[src/rtl/pit_pkg.sv]
package pit_pkg;

    typedef enum logic [2:0] {
        ST_RUN    = 3'd0,
        ST_HIT    = 3'd1,
        ST_DONE   = 3'd2,
        ST_PFIRST = 3'd3,
        ST_PLOOP  = 3'd4
    } pit_state_e;

    typedef enum logic [2:0] {
        CLS_ARM    = 3'd0,   // low until terminal, then high
        CLS_SHOT   = 3'd1,   // high until terminal, then low
        CLS_RATE   = 3'd2,   // one-tick pulse each wrap
        CLS_SQUARE = 3'd3,   // half high, half low
        CLS_STROBE = 3'd4    // single tick at terminal
    } pit_cls_e;

    localparam logic [2:0] RESET_MODE = 3'd3;

    function automatic pit_cls_e class_of(input logic [2:0] m);
        pit_cls_e c;
        unique case (m)
            3'd0:        c = CLS_ARM;
            3'd1:        c = CLS_SHOT;
            3'd2, 3'd6:  c = CLS_RATE;
            3'd3, 3'd7:  c = CLS_SQUARE;
            default:     c = CLS_STROBE;
        endcase
        return c;
    endfunction

    function automatic logic is_periodic(input pit_cls_e c);
        return (c == CLS_RATE) || (c == CLS_SQUARE);
    endfunction

    function automatic logic gate_retrig(input logic [2:0] m);
        return !((m == 3'd0) || (m == 3'd4));
    endfunction

endpackage

[src/rtl/pit_cfg.sv]
module pit_cfg #(
    parameter int CNT_W = 16,
    localparam int PW = CNT_W + 1
) (
    input  logic             clk,
    input  logic             rst_n,
    input  logic             load_i,
    input  logic [2:0]       mode_i,
    input  logic [CNT_W-1:0] count_i,
    output logic [2:0]       mode_q,
    output logic [CNT_W-1:0] len_q,
    output logic [PW-1:0]    period
);
    import pit_pkg::*;

    always_ff @(posedge clk or negedge rst_n) begin
        if (!rst_n) begin
            mode_q <= RESET_MODE;
            len_q  <= '0;
        end else if (load_i) begin
            mode_q <= mode_i;
            len_q  <= count_i;
        end
    end

    always_comb begin
        if (len_q == '0) begin
            period = {1'b1, {CNT_W{1'b0}}};
        end else begin
            period = {1'b0, len_q};
        end
    end
endmodule

[src/rtl/pit_gate_edge.sv]
module pit_gate_edge #(
    parameter logic RST_LEVEL = 1'b1
) (
    input  logic clk,
    input  logic rst_n,
    input  logic gate_i,
    output logic rise
);
    logic gate_q;

    always_ff @(posedge clk or negedge rst_n) begin
        if (!rst_n) begin
            gate_q <= RST_LEVEL;
        end else begin
            gate_q <= gate_i;
        end
    end

    assign rise = gate_i & ~gate_q;
endmodule

[src/rtl/pit_fsm.sv]
module pit_fsm #(
    parameter int PW = 17
) (
    input  logic                clk,
    input  logic                rst_n,
    input  logic                tick_en,
    input  logic                restart,
    input  pit_pkg::pit_cls_e   start_cls,
    input  pit_pkg::pit_cls_e   cls,
    input  logic [PW-1:0]       period,
    output pit_pkg::pit_state_e state_o,
    output logic [PW-1:0]       pos_o
);
    import pit_pkg::*;

    pit_state_e    st_q, st_n;
    logic [PW-1:0] pos_q, pos_n;
    logic [PW-1:0] pos_inc;
    logic          at_end;

    assign pos_inc = pos_q + {{(PW-1){1'b0}}, 1'b1};
    assign at_end  = (pos_inc == period);

    always_ff @(posedge clk or negedge rst_n) begin
        if (!rst_n) begin
            st_q  <= ST_PFIRST;
            pos_q <= '0;
        end else begin
            st_q  <= st_n;
            pos_q <= pos_n;
        end
    end

    always_comb begin
        st_n  = st_q;
        pos_n = pos_q;
        if (restart) begin
            st_n  = is_periodic(start_cls) ? ST_PFIRST : ST_RUN;
            pos_n = '0;
        end else if (tick_en) begin
            unique case (st_q)
                ST_RUN: begin
                    pos_n = pos_inc;
                    if (at_end) begin
                        st_n = (cls == CLS_STROBE) ? ST_HIT : ST_DONE;
                    end
                end
                ST_HIT: begin
                    st_n = ST_DONE;
                end
                ST_DONE: begin
                    st_n = ST_DONE;
                end
                ST_PFIRST, ST_PLOOP: begin
                    if (at_end) begin
                        pos_n = '0;
                        st_n  = ST_PLOOP;
                    end else begin
                        pos_n = pos_inc;
                    end
                end
                default: begin
                    st_n  = ST_DONE;
                end
            endcase
        end
    end

    assign state_o = st_q;
    assign pos_o   = pos_q;
endmodule

[src/rtl/pit_out.sv]
module pit_out #(
    parameter int CNT_W = 16,
    localparam int PW = CNT_W + 1
) (
    input  pit_pkg::pit_state_e state,
    input  pit_pkg::pit_cls_e   cls,
    input  logic [PW-1:0]       pos,
    input  logic [PW-1:0]       period,
    output logic                out_o,
    output logic [CNT_W-1:0]    count_o
);
    import pit_pkg::*;

    logic [PW-1:0] half;
    logic [PW-1:0] remain;

    assign half   = (period + {{(PW-1){1'b0}}, 1'b1}) >> 1;
    assign remain = period - pos;

    always_comb begin
        unique case (cls)
            CLS_ARM:    out_o = (state == ST_DONE);
            CLS_SHOT:   out_o = (state == ST_RUN);
            CLS_RATE:   out_o = (state == ST_PLOOP) && (pos == '0);
            CLS_SQUARE: out_o = (pos < half);
            default:    out_o = (state == ST_HIT);
        endcase
    end

    always_comb begin
        unique case (state)
            ST_HIT, ST_DONE: count_o = '0;
            default:         count_o = remain[CNT_W-1:0];
        endcase
    end
endmodule

[src/rtl/pit_channel.sv]
module pit_channel #(
    parameter int CNT_W    = 16,
    parameter int CHAN_IDX = 0
) (
    input  logic             clk,
    input  logic             rst_n,
    input  logic             tick_en,
    input  logic             load_i,
    input  logic [2:0]       mode_i,
    input  logic [CNT_W-1:0] count_i,
    input  logic             gate_i,
    output logic             out_o,
    output logic [CNT_W-1:0] count_o
);
    import pit_pkg::*;

    localparam int   PW        = CNT_W + 1;
    localparam logic GATE_INIT = (CHAN_IDX != 2);

    logic [2:0]       cfg_mode;
    logic [CNT_W-1:0] cfg_len;
    logic [PW-1:0]    period;
    logic             gate_rise;
    logic             restart;
    pit_cls_e         cls_q;
    pit_cls_e         start_cls;
    pit_state_e       state;
    logic [PW-1:0]    pos;

    pit_cfg #(.CNT_W(CNT_W)) u_cfg (
        .clk     (clk),
        .rst_n   (rst_n),
        .load_i  (load_i),
        .mode_i  (mode_i),
        .count_i (count_i),
        .mode_q  (cfg_mode),
        .len_q   (cfg_len),
        .period  (period)
    );

    pit_gate_edge #(.RST_LEVEL(GATE_INIT)) u_gate (
        .clk    (clk),
        .rst_n  (rst_n),
        .gate_i (gate_i),
        .rise   (gate_rise)
    );

    assign cls_q     = class_of(cfg_mode);
    assign start_cls = load_i ? class_of(mode_i) : cls_q;
    assign restart   = load_i | (gate_rise & gate_retrig(cfg_mode));

    pit_fsm #(.PW(PW)) u_fsm (
        .clk       (clk),
        .rst_n     (rst_n),
        .tick_en   (tick_en),
        .restart   (restart),
        .start_cls (start_cls),
        .cls       (cls_q),
        .period    (period),
        .state_o   (state),
        .pos_o     (pos)
    );

    pit_out #(.CNT_W(CNT_W)) u_out (
        .state   (state),
        .cls     (cls_q),
        .pos     (pos),
        .period  (period),
        .out_o   (out_o),
        .count_o (count_o)
    );
endmodule

[config.mk]
export PLATFORM = sky130hd
export DESIGN_NAME = pit_channel
export DESIGN_NICKNAME = d
export VERILOG_FILES = /design/src/rtl/pit_pkg.sv /design/src/rtl/pit_cfg.sv /design/src/rtl/pit_gate_edge.sv /design/src/rtl/pit_fsm.sv /design/src/rtl/pit_out.sv /design/src/rtl/pit_channel.sv
export SDC_FILE = /design/constraint.sdc
export NUM_CORES = 1
export LEC_CHECK = 0
export BUFFER_PORTS_ARGS = -buffer_cell sky130_fd_sc_hd__buf_2
export CAP_MARGIN = 40
export CORE_MARGIN = 2
export CORE_UTILIZATION = 55
export CTS_CLUSTER_DIAMETER = 150
export DETAILED_ROUTE_END_ITERATION = 8
export GPL_TIMING_DRIVEN = 0
export PLACE_DENSITY = 0.75
export REMOVE_ABC_BUFFERS = 1
export SYNTH_ARGS = -nofsm -noshare
export SYNTH_HDL_FRONTEND = slang
export SYNTH_SLANG_ARGS = --single-unit
[constraint.sdc]
create_clock -name clk -period 6.6 [get_ports clk]
set_input_delay 0.99 -clock clk [delete_from_list [all_inputs] [get_ports clk]]
set_output_delay 0.99 -clock clk [all_outputs]
set_load 0.02 [all_outputs]
Word level (Yosys, flattened, before mapping)
Cells that the tools add are included.

Bits in registers: 40. Word-level logic and storage cells: 74.

$add $sub $neg: 3. Order comparisons: 1. Eq/ne operators: 24. Mux-type cells: 17. Bitwise operators: 4. Reductions and logical operators: 20.

Operators by type and width (number): 2-to-1 mux 17 bit (4); adder 17 x 1 -> 17 bit (second input constant) (2); case mux 17 bit (2 select lines) (1); == test 3 x 2 -> 1 bit (second input constant) (10); case mux 3 bit (4 select lines) (2); == test 3 bit (second input constant) (7); == test 17 bit (1); logical NOT 17 bit (1); < comparator 17 x 16 -> 1 bit (1); logical NOT 16 bit (1); 2-to-1 mux 16 bit (1); subtractor 16 bit (1); 2-to-1 mux 3 bit (5); == test 3 x 1 -> 1 bit (second input constant) (4); logical NOT 3 bit (4); OR reduction 2 bit (6); inequality test 3 x 2 -> 1 bit (second input constant) (2); case mux 3 bit (2 select lines) (1); 2-to-1 mux 2 bit (2); case mux 1 bit (4 select lines) (1); AND reduction 3 bit (1); nonzero test 3 bit (1); bitwise AND 1 bit (2); logical OR 1 bit (2); 6 further kinds (6).

Depth between registers and ports, before layout
Gate-level depths: netlist of run 1.

Depth after elaboration: 9. Depth in mapped cells: 16. Mapped depth without buffers: 16.

Hierarchy
From an unflattened synthesis of run 1, not the netlist that was laid out.

Cell total of the unflattened synthesis: 533. Area total of the unflattened synthesis: 4408.0 um^2.

Modules (own cells, without submodules): pit_fsm (instances 1, cells each 226, area an instance 1826.8 um^2, sequential area each 503.0 um^2); pit_out (instances 1, cells each 233, area an instance 1614.0 um^2, sequential area each 0.0 um^2); pit_cfg (instances 1, cells each 61, area an instance 854.6 um^2, sequential area each 478.0 um^2); pit_channel (instances 1, cells each 11, area an instance 72.6 um^2, sequential area each 0.0 um^2); pit_gate_edge (instances 1, cells each 2, area an instance 40.0 um^2, sequential area each 26.3 um^2).

Worst setup path after synthesis of run 1
Ideal clock, no wire load.

Path kind: register to output. Start: register u_cfg.len_q[1]. End: output port count_o[15]. Arrival: 3.245 ns. Required time: 5.610 ns. Path slack: 2.365 ns. Stages on the path, launching flop included: 17. Path buffers: 0. Cells stage by stage: dfrtp_1 inv_1 ha_1 nor4b_1 nand4_1 nand2_1 inv_1 ha_1 nor2b_1 o21a_1 o21ai_0 a21oi_1 o31ai_1 o2111ai_1 a21oi_1 xnor2_1 nor2_1.

Longest elaborated chain between the ends: 4.

Ends and longest elaborated chain: start, declared (line pit_cfg.sv:11) `output logic [CNT_W-1:0] len_q,`; start signal, assigned (line pit_cfg.sv:22) `len_q <= count_i;`; logical NOT 16 bit (line pit_cfg.sv:27) `if (len_q == '0) begin`; 2-to-1 mux 17 bit * (line pit_cfg.sv:27); subtractor 16 bit * (line pit_out.sv:18) `assign remain = period - pos;`; 2-to-1 mux 16 bit * (line pit_out.sv:31) `unique case (state)`; end, declared (line pit_channel.sv:13) `output logic [CNT_W-1:0] count_o`.

Mark *: on every way between the ends. The rest lies on a longest branch, timed or not.

Worst setup path after layout of run 1
Same ends and word-level chain as after synthesis.

==> metrics.md, run 1 <==
| Metric | Value |
|---|---|
| Status | finished, final reports clean |
| Setup bufs post-CTS | 0 |
| Startpoint Class | register |
| Setup TNS Final | 0 ns |
| #FFs+latches synth | 40 |
| CP delay by family, top | compound AO/OA/AOI/OAI gates |
| Port-buffer cells | 40 |
| Inserted Clock Buffers | 5 |
| CP cell instances | inv_1, ha_1, nor4b_1, nand4_1, nand2_1, inv_1, ha_1, nor2b_1, o21a_1, o21ai_0, a21oi_1, o31ai_1, o2111ai_1, a21oi_1, xnor2_1, nor2_1, buf_2 |
| CP max stage delay | 0.51 ns |
| Vias | 3533 |
| Synth cell types | 57 |
| CP max-delay cell | o31ai_1 |
| Power Density | 188 mW/mm^2 |
| Worst R2R End | u_fsm.pos_o[5]$_DFFE_PN0P_ |
| Max Cap Violations | 0 |
| Io pins | 41 |
| HP Class | reg2reg |
| M2 GR Usage | 43.3% |
| R2R depth | 14 |
| Hold Startpoint | u_fsm.state_o[1]$_DFFE_PN1P_ |
| Total die area | 0.00787 sq mm |
| First-pass GRT wire length | 15.8 mm |
| Endpoints failing setup | 0 |
| Max frequency | 183 MHz |
| Synthesized area per cell | 8.17 sq um |
| Final HPWL DP | 7.49 mm |
| Share of layout cells above drive strength 1 | 18.3% |
| Crit. End Element | output pin |
| Met1 Use GR | 34.0% |
| CTS H-tree depth | 2 |
| Synth top area cells | dfrtp_1, ha_1, xnor2_1, xor2_1, mux2_2 |
| Sequential area share after synthesis | 25.5% |
| Slew Viols, Final | 0 |
| Vias in the first global route | 3345 |
| Core area | 0.00687 sq mm |
| Clock sink total | 40 |
| 1st-pass router iterations | 5 |
| CTS tree | built |
| Leakage | 0.00176 uW |
| Worst Hold Depth | 2 |
| Syn-to-layout area delta | 7.51% |
| DRT antenna net count | 0 |
| Flop pwr share | 38.4% |
| Pin count of the biggest net entering global routing | 24 |
| R2R Setup Slk | 2.95 ns |
| Most Crowded Layer GR | met2 |
| Gr usage total | 25.6% |
| Met3 usage | 4.66% |
| Final hold vios | 0 |
| Placed cell count | 584 |
| Clock network latency to the later pin of the worst-skew pair | 0.30 ns |
| Remaining Overflow, GRT | 0 |
| Die X | 88.7 um |
| Psw | 319 uW |
| Most area-hungry cell type in the Yosys netlist | dfrtp_1 |
| WL final | 9.53 mm |
| Worst Skew | 0.00963 ns |
| FF/Latch Area | 0.00101 sq mm |
| CP Class | reg2out |
| Bufs and invs on worst path | 3 |
| Initial antenna violation count | 0 |
| Die height | 88.7 um |
| Sw frac | 40.0% |
| FFs w/ async S/R, synth | 100% |
| Hold Path Sink | u_fsm.state_o[1]$_DFFE_PN1P_ |
| Power, Total | 799 uW |
| Pint | 479 uW |
| Final cell count without fillers | 592 |
| Initial DRC count | 356 |
| RSZ-0062 raised after global routing | no |
| PostCTS Resize Cnt | 0 |
| Min Clock Period, post-route | 5.45 ns |
| Clk root buf | clkbuf_8 |
| Cell count after synthesis | 483 |
| Clock share of power | 21.4% |
| WP data required | 5.61 ns |
| Clock slew at reported path FFs | 0.08 ns |
| Period utilization | 82.6% |
| Hold slack final | 0.500 ns |
| Final core utilization | 61.8% |
| Gp weighted congestion | 0.921 |
| # hold bufs at CTS | 0 |
| Fin nets | 554 |
| Logic pwr share | 40.2% |
| Post-Syn Area | 0.00395 sq mm |
| Row count | 30 |
| Yosys warns | 0 |
| Initial core utilization | 57.5% |
| CP arrival | 4.46 ns |
| Max clock buf depth | 2 |
| Relative slew slack | 58.2% |
| Worst flop-to-flop path startpoint | u_cfg.len_q[1]$_DFFE_PN0P_ |
| Yosys top cell area share | 22.2% |
| Routed WL per cell | 16.1 um |
| CP max FO | 6 |
| Crit path launch | u_cfg.len_q[1]$_DFFE_PN0P_ |
| Fillers | 629 |
| VDD IR max | 111 uV |
| Main flop type after synthesis | dfrtp_1 |
| Worst slew pin tran | 0.625 ns |
| N_diodes | 0 |
| # DRC | 0 |
| Vias per cell | 5.97 |
| EDFF count, synth | 0 |
| Area of the multi-input gates | 0.00270 sq mm |
-- placed cells by master, fill, tap and decap left out, types with 7 or more instances in the layout --
cell / n
nand2_1: 45
buf_2: 40
nor2_1: 35
dfrtp_1: 35
ha_1: 34
xnor2_1: 27
a21oi_1: 25
xor2_1: 25
nand3_1: 23
inv_1: 20
mux2_2: 18
o21ai_1: 16
o21ai_0: 12
a31oi_1: 12
nor2b_1: 11
nor3_1: 10
nand4_1: 9
nor4_1: 7
-- registers in the layout, indices dropped and copies added (netlist names) --
signal,flops
u_fsm.pos_o,17
u_cfg.len_q,16
u_cfg.mode_q,3
u_fsm.state_o,3
u_gate.gate_q,1
-- power groups by stage --
| stage | Clock (uW) | Combinational (uW) | Sequential [uW] |
|---|---|---|---|
| 3_3_place_gp | 0 | 304 | 307 |
| 5_1_grt | 187 | 357 | 310 |
| 6_report | 171 | 321 | 307 |
| 3_5_place_dp | 0 | 322 | 310 |
| 2_1_floorplan | 0 | 228 | 296 |
| 4_1_cts | 176 | 323 | 305 |
-- kinds of logic (layout without fill, tap and decap cells) --
family | Yosys count | after routing | share of synthesized area [%]
and+or+nand+nor | 180 | 180 | 24.5
AOI/OAI and AO/OA | 96 | 96 | 15.2
DFF | 40 | 40 | 25.5
adders and majority gates | 35 | 35 | 11.3
buffers and inverters | 60 | 73 | 6.34
muxes | 20 | 20 | 5.64
xor gates and xnor gates | 52 | 52 | 11.5
-- tightest hold or removal path, stage by stage (launching register included) --
cell	delay, ns
dfstp_2	0.40
nand2_1	0.05
o21ai_1	0.05
-- Yosys cell counts (all sizes together) (2+ instances only) --
library cell,number
buf,12
nor4,11
or3,4
a21oi,25
a211oi,7
nand4,11
nand2b,5
nand2,46
nand3,23
and2,5
mux2,18
o32ai,2
xnor2,27
a31oi,12
inv,22
or4,3
nor2,35
clkbuf,26
mux2i,2
nor2b,11
nor3,13
and4,3
dfstp,5
ha,34
xor2,25
o21a,3
a21o,4
o2111ai,3
o31ai,3
o21ai,28
and3,5
dfrtp,35
nor3b,2
-- through the flow --
step | area (sq um) | setup slack, ns
floorplan | 3780 | 2.37
global placement | 4100 | 1.51
detailed placement | 4150 | 1.49
CTS | 4240 | 1.13
global route | 4240 | 0.680
finish | 4240 | 1.15
-- worst max-delay path by stage --
stage                        endpoint  cells past startpoint
after detailed placement  count_o[15]                     17
after CTS                 count_o[15]                     17
after global placement    count_o[15]                     17
final                     count_o[15]                     17
after floorplan           count_o[15]                     16
after global routing      count_o[15]                     17
-- area by class of cell --
class	instances	area share, %
flip-flops and latches	40	23.7
clock inverters	2	0.236
repair buffers	43	5.81
inverters	22	1.95
well taps	96	2.83
clock buffers	6	1.95
multi-input cells	383	63.5
-- metal layers --
layer / up-vias / part of all wire, %
met5: - / 0
met4: 0 / 0.92
li1: 1729 / -
met3: 8 / 6.8
met2: 108 / 48
met1: 1688 / 44
Note: power is estimated with default switching activity, not from simulation.
==> run 2, diff against run 1 <==
PLACE_DENSITY = 0.78   (was 0.75)
clock period = 5 ns   (was 6.6 ns; I/O delays follow)
==> run 2 against run 1 <==
Against the previous run: critical path depth stayed put; clock power is 56% higher; flip-flop and latch count stayed put; worst setup slack worse by 0.88 ns; register-to-register slack worse by 1.6 ns; worst hold slack worse by 0.19 ns; count of clock-buffer cells in the layout stayed put; non-clock buffer count is 3 higher; die area stayed put; via count hardly changed; clock skew is 0.0051 ns higher; design area is 0.83% higher; critical endpoint unchanged; highest routed layer unchanged.
==> metrics.md, run 2 (same netlist as run 1, synthesis figures left out) <==
| Metric | Value |
|---|---|
| Max reg flops | 17 |
| 1st-pass router iterations | 5 |
| R2R Setup Slk | 1.31 ns |
| Max frequency | 211 MHz |
| Worst R2R End | u_fsm.pos_o[5]$_DFFE_PN0P_ |
| Worst Skew | 0.0147 ns |
| WP data required | 4.25 ns |
| Slew Viols, Final | 0 |
| Pin count of the biggest net entering global routing | 31 |
| Max clock buf depth | 2 |
| Max Cap Violations | 0 |
| Share of layout cells above drive strength 1 | 18.8% |
| Port-buffer cells | 40 |
| Clock sink total | 40 |
| Endpoints failing setup | 0 |
| Die height | 88.7 um |
| # hold bufs at CTS | 0 |
| Total die area | 0.00787 sq mm |
| Startpoint Class | register |
| CP max-delay cell | dfrtp_1 |
| WL final | 9.17 mm |
| Remaining Overflow, GRT | 0 |
| Initial core utilization | 57.5% |
| Vias in the first global route | 3244 |
| CP Class | reg2out |
| Final HPWL DP | 7.17 mm |
| Period utilization | 94.6% |
| N_diodes | 0 |
| R2R depth | 15 |
| Syn-to-layout area delta | 8.40% |
| Power, Total | 1090 uW |
| Status | finished, final reports clean |
| Gr usage total | 24.9% |
| Inserted Clock Buffers | 5 |
| Vias per cell | 5.94 |
| HP Class | in2async |
| Core area | 0.00687 sq mm |
| Relative slew slack | 57.9% |
| First-pass GRT wire length | 15.3 mm |
| Setup TNS Final | 0 ns |
| Clock network latency to the later pin of the worst-skew pair | 0.30 ns |
| Clock slew at reported path FFs | 0.09 ns |
| Routed WL per cell | 15.4 um |
| Worst slew pin tran | 0.631 ns |
| Power Density | 255 mW/mm^2 |
| Leakage | 0.00177 uW |
| Clk root buf | clkbuf_8 |
| Min Clock Period, post-route | 4.73 ns |
| Crit. End Element | output pin |
| DRT antenna net count | 0 |
| Initial antenna violation count | 0 |
| Die X | 88.7 um |
| Commonest non-fill, non-tap cells in the layout | nand2_1, buf_2, nor2_1, dfrtp_1, ha_1 |
| Final hold vios | 0 |
| # DRC | 0 |
| Vias | 3535 |
| CTS H-tree depth | 2 |
| Initial DRC count | 262 |
| RSZ-0062 raised after global routing | no |
| Io pins | 41 |
| CP cell instances | inv_1, ha_1, nor4b_1, nand4_1, nand2_1, inv_1, ha_1, nor2b_1, o21a_1, o21ai_1, a21oi_1, o31ai_2, o2111ai_1, a21oi_1, xnor2_1, nor2_1, buf_2 |
| Row count | 30 |
| VDD IR max | 158 uV |
| Most common cell after layout, fill and taps aside | nand2_1 |
| CP max stage delay | 0.44 ns |
| CTS tree | built |
| Worst flop-to-flop path startpoint | u_cfg.len_q[1]$_DFFE_PN0P_ |
| CP max FO | 6 |
| Crit path launch | u_cfg.len_q[1]$_DFFE_PN0P_ |
| Gp weighted congestion | 0.930 |
| CP arrival | 3.98 ns |
| Fin nets | 557 |
-- run 2: layout make-up --
class | instances | area, sq um
flip-flops and latches | 40 | 1010
fillers | 589 | 2590
clock inverters | 2 | 35.0
multi-input cells | 383 | 2700
well taps | 96 | 120
repair buffers | 46 | 262
inverters | 22 | 82.6
clock buffers | 6 | 72.6
-- run 2: power by group --
part           switching, uW  total [uW]  leakage (uW)  internal (uW)
Combinational            249         424       0.00121            174
Sequential              53.1         403      0.000503            350
Clock                    118         266     0.0000552            148
Total                    420        1090       0.00177            673
-- run 2: how the worst max path moves through the flow --
| stage | endpoint | slack, ns | depth (start not counted) |
|---|---|---|---|
| after floorplan | count_o[15] | 1.01 | 16 |
| after global placement | count_o[15] | 0.17 | 17 |
| after detailed placement | count_o[15] | 0.14 | 17 |
| after CTS | count_o[15] | 0.06 | 17 |
| after global routing | count_o[15] | 0.03 | 17 |
| final | count_o[15] | 0.27 | 17 |
-- run 2: stage by stage --
step                      std cells  area (sq um)  setup slack, ns  hold WS [ns]  util, %
after global placement          581          4100            0.170         0.482     59.7
final                           595          4280            0.268         0.313     62.3
after floorplan                 445          3780             1.01         0.454        -
after CTS                       592          4260           0.0566         0.327     62.0
after detailed placement        584          4140            0.141         0.495     60.3
after global routing            595          4280           0.0336         0.337     62.3
-- run 2: per-layer routing --
layer	routed length (um)	vias to the layer above	GRT usage (%)
met5	0	-	0
met1	4300	1668	35.3
li1	-	1738	-
met3	418	14	2.61
met2	4290	115	40.6
met4	154	0	6.75
-- run 2: worst max-delay path: cells and delay by family (launching register included) --
kind | cells | cell delay, ns
compound gates | 6 | 1.31
buf+inv | 3 | 0.37
fa+ha+maj | 2 | 0.46
flops | 1 | 0.44
xor+xnor | 1 | 0.08
simple gates | 5 | 1.02
-- run 2: repair_timing --
action / CTS / global route
setup buffers: 0 / 3
endpoints found under the setup margin: 1 / 1
resized for setup: 2 / 0
pin swaps: 0 / 2
==> run 3, diff against run 2 <==
ABC_AREA = 1   (was default)
==> run 3 against run 2 <==
Against the previous run: power grew 16%; via count grew 17%; first-iteration DRC count up 1.1%; sequential power shrank 1%; critical path depth shrank 1; critical endpoint is now out_o; flip-flop and latch count unchanged; clock power is 7% higher; global-route usage up 3.8 points; final cell count is 24% higher; clock skew is 0.0064 ns lower.
==> metrics.md, run 3 <==
| Metric | Value |
|---|---|
| Status | finished, final reports clean |
| CTS tree | built |
| Leakage | 0.00221 uW |
| Max frequency | 234 MHz |
| HP Class | in2async |
| Final cell count without fillers | 739 |
| Max clock buf depth | 2 |
| Min Clock Period, post-route | 4.27 ns |
| #FFs+latches synth | 40 |
| Io pins | 41 |
| Initial core utilization | 56.3% |
| Combinational family with the most area after synthesis | simple AND/OR/NAND/NOR gates |
| CP Class | reg2out |
| Psw | 570 uW |
| N_diodes | 0 |
| VDD IR max | 213 uV |
| Initial DRC count | 265 |
| Final HPWL DP | 8.50 mm |
| XOR/XNOR Fraction of Synth Area | 5.36% |
| Period utilization | 85.3% |
| Setup TNS Final | 0 ns |
| EDFF count, synth | 0 |
| Clock share of power | 22.5% |
| Vias | 4145 |
| Core area | 0.00718 sq mm |
| Relative slew slack | 40.9% |
| Final hold vios | 0 |
| Max Cap Violations | 0 |
| Worst slew pin tran | 0.886 ns |
| Sw frac | 45.0% |
| Max reg flops | 17 |
| R2R depth | 12 |
| Fin nets | 698 |
| Post-synthesis mux area share | 0.279% |
| Most frequent cell after synthesis | nand2_1 |
| Commonest non-fill, non-tap cells in the layout | nand2_1, inv_1, nor2_1, nand3_1, buf_2 |
| DRT antenna net count | 0 |
| Placed cell count | 731 |
| Most area-hungry cell type in the Yosys netlist | dfrtp_1 |
| Pin count of the biggest net entering global routing | 39 |
| 1st-pass router iterations | 5 |
| Most common cell after layout, fill and taps aside | nand2_1 |
| Total die area | 0.00804 sq mm |
| Yosys warns | 0 |
| Syn-to-layout area delta | 8.90% |
| Initial antenna violation count | 0 |
| CTS H-tree depth | 2 |
| Startpoint Class | register |
| PostCTS Resize Cnt | 0 |
| Port-buffer cells | 40 |
| Inserted Clock Buffers | 5 |
| Setup bufs post-CTS | 0 |
| # DRC | 0 |
| CP arrival | 3.52 ns |
| RSZ-0062 raised after global routing | no |
| Vias in the first global route | 3930 |
| Worst R2R End | u_fsm.pos_o[7]$_DFFE_PN0P_ |
| Post-Syn Area | 0.00404 sq mm |
| Fillers | 703 |
| Share of layout cells above drive strength 1 | 14.1% |
| Synth cell types | 43 |
| # hold bufs at CTS | 0 |
| Flop pwr share | 31.4% |
| Worst flop-to-flop path startpoint | u_fsm.pos_o[1]$_DFFE_PN0P_ |
| Power Density | 288 mW/mm^2 |
| Slew Viols, Final | 0 |
| First-pass GRT wire length | 17.9 mm |
| Routed WL per cell | 14.7 um |
| Synth Area in Adders | 11.0% |
| Clock slew at reported path FFs | 0.09 ns |
| FFs w/ async S/R, synth | 100% |
| Vias per cell | 5.61 |
| Worst Skew | 0.00830 ns |
| Simple logic cell fraction of the synthesized area | 36.6% |
| Gp weighted congestion | 1.01 |
| Cell count after synthesis | 614 |
| Yosys top cell area share | 21.7% |
| Logic pwr share | 46.1% |
| Die X | 89.7 um |
| Pint | 696 uW |
| Remaining Overflow, GRT | 0 |
| WP data required | 4.25 ns |
| Main flop type after synthesis | dfrtp_1 |
| R2R Setup Slk | 2.47 ns |
| Die height | 89.7 um |
| Post-synth top cells | nand2_1, inv_1, nor2_1 |
| Endpoints failing setup | 0 |
| Post-place instance area | 0.00428 sq mm |
| Compound-gate portion of the synthesized area | 12.6% |
| Gr usage total | 28.7% |
| Finished Cell Area | 0.00440 sq mm |
| Clock sink total | 40 |
| CP max FO | 5 |
| Row count | 31 |
| WL final | 10.9 mm |
| Clock network latency to the later pin of the worst-skew pair | 0.30 ns |
| Clk root buf | clkbuf_8 |
| Synth top area cells | dfrtp_1, nand2_1, ha_1, nand3_1, inv_1 |
| Sequential area share after synthesis | 25.0% |
| Crit. End Element | output pin |
| Synthesized area per cell | 6.57 sq um |
==> run 3: worst max-delay path by stage <==
| stage | depth (start not counted) | startpoint | slack (ns) | end |
|---|---|---|---|---|
| finish | 16 | u_cfg.len_q[2]$_DFFE_PN0P_ | 0.73 | out_o |
| global placement | 17 | u_cfg.len_q[2]$_DFFE_PN0P_ | 1.14 | out_o |
| floorplan | 16 | u_cfg.len_q[1]$_DFFE_PN0P_ | 1.46 | out_o |
| detailed placement | 17 | u_cfg.len_q[2]$_DFFE_PN0P_ | 1.13 | out_o |
| global route | 19 | u_cfg.len_q[1]$_DFFE_PN0P_ | 0.47 | count_o[13] |
| CTS | 17 | u_cfg.len_q[1]$_DFFE_PN0P_ | 0.79 | out_o |
==> run 3: final cells by class <==
type / instances / area (sq um) / share of cell area (%)
clock inverter: 3 / 47.5 / 1.08
clock buffer: 5 / 68.8 / 1.57
tap: 99 / 124 / 2.82
inverter: 70 / 270 / 6.15
multi-input combinational: 481 / 2660 / 60.5
sequential: 40 / 1010 / 22.9
timing repair buffer: 41 / 220 / 5.01
==> run 3: critical path: stages (launching register included) <==
cell and delay, ns:
dfrtp_1 0.42, inv_1 0.12, nor3_1 0.28, nand2_1 0.10, nor2_1 0.18, nand3_1 0.17
nor3_1 0.25, xor2_1 0.22, ha_1 0.27, a21oi_1 0.15, o21ai_0 0.10, a21oi_1 0.25
nor2_1 0.06, o21ai_0 0.19, a21oi_1 0.09, o21ai_0 0.18, buf_2 0.19
==> run 3: per-stage QoR <==
stage / power, uW / hold slack, ns / util (%) / setup slack [ns]
after floorplan: 796 / 0.449 / - / 1.46
after global placement: 961 / 0.462 / 59.4 / 1.14
after detailed placement: 981 / 0.461 / 59.6 / 1.13
after CTS: 1270 / 0.372 / 61.3 / 0.789
after global routing: 1360 / 0.386 / 61.3 / 0.468
final: 1270 / 0.373 / 61.3 / 0.733
==> run 3: cells by family after synthesis <==
family | after synthesis
AND/OR/NAND/NOR | 333
multiplexers | 1
flip-flops | 40
XOR/XNOR | 23
adder cells (fa/ha/maj) | 35
buffers and inverters | 93
AO/OA/AOI/OAI | 89
==> run 3: layer usage <==
metal / up-vias / GRT usage (%) / wire, um
met2: 154 / 48.0 / 5150
met5: - / 0 / 0
met4: 0 / 12.1 / 342
met1: 1912 / 36.9 / 4720
met3: 33 / 4.39 / 647
li1: 2046 / - / -
==> run 3: power by group through the flow <==
stage	Combinational, uW	Clock (uW)	Sequential (uW)
3_3_place_gp	560	0	402
5_1_grt	656	298	402
3_5_place_dp	578	0	402
2_1_floorplan	406	0	391
6_report	584	285	398
4_1_cts	580	290	396
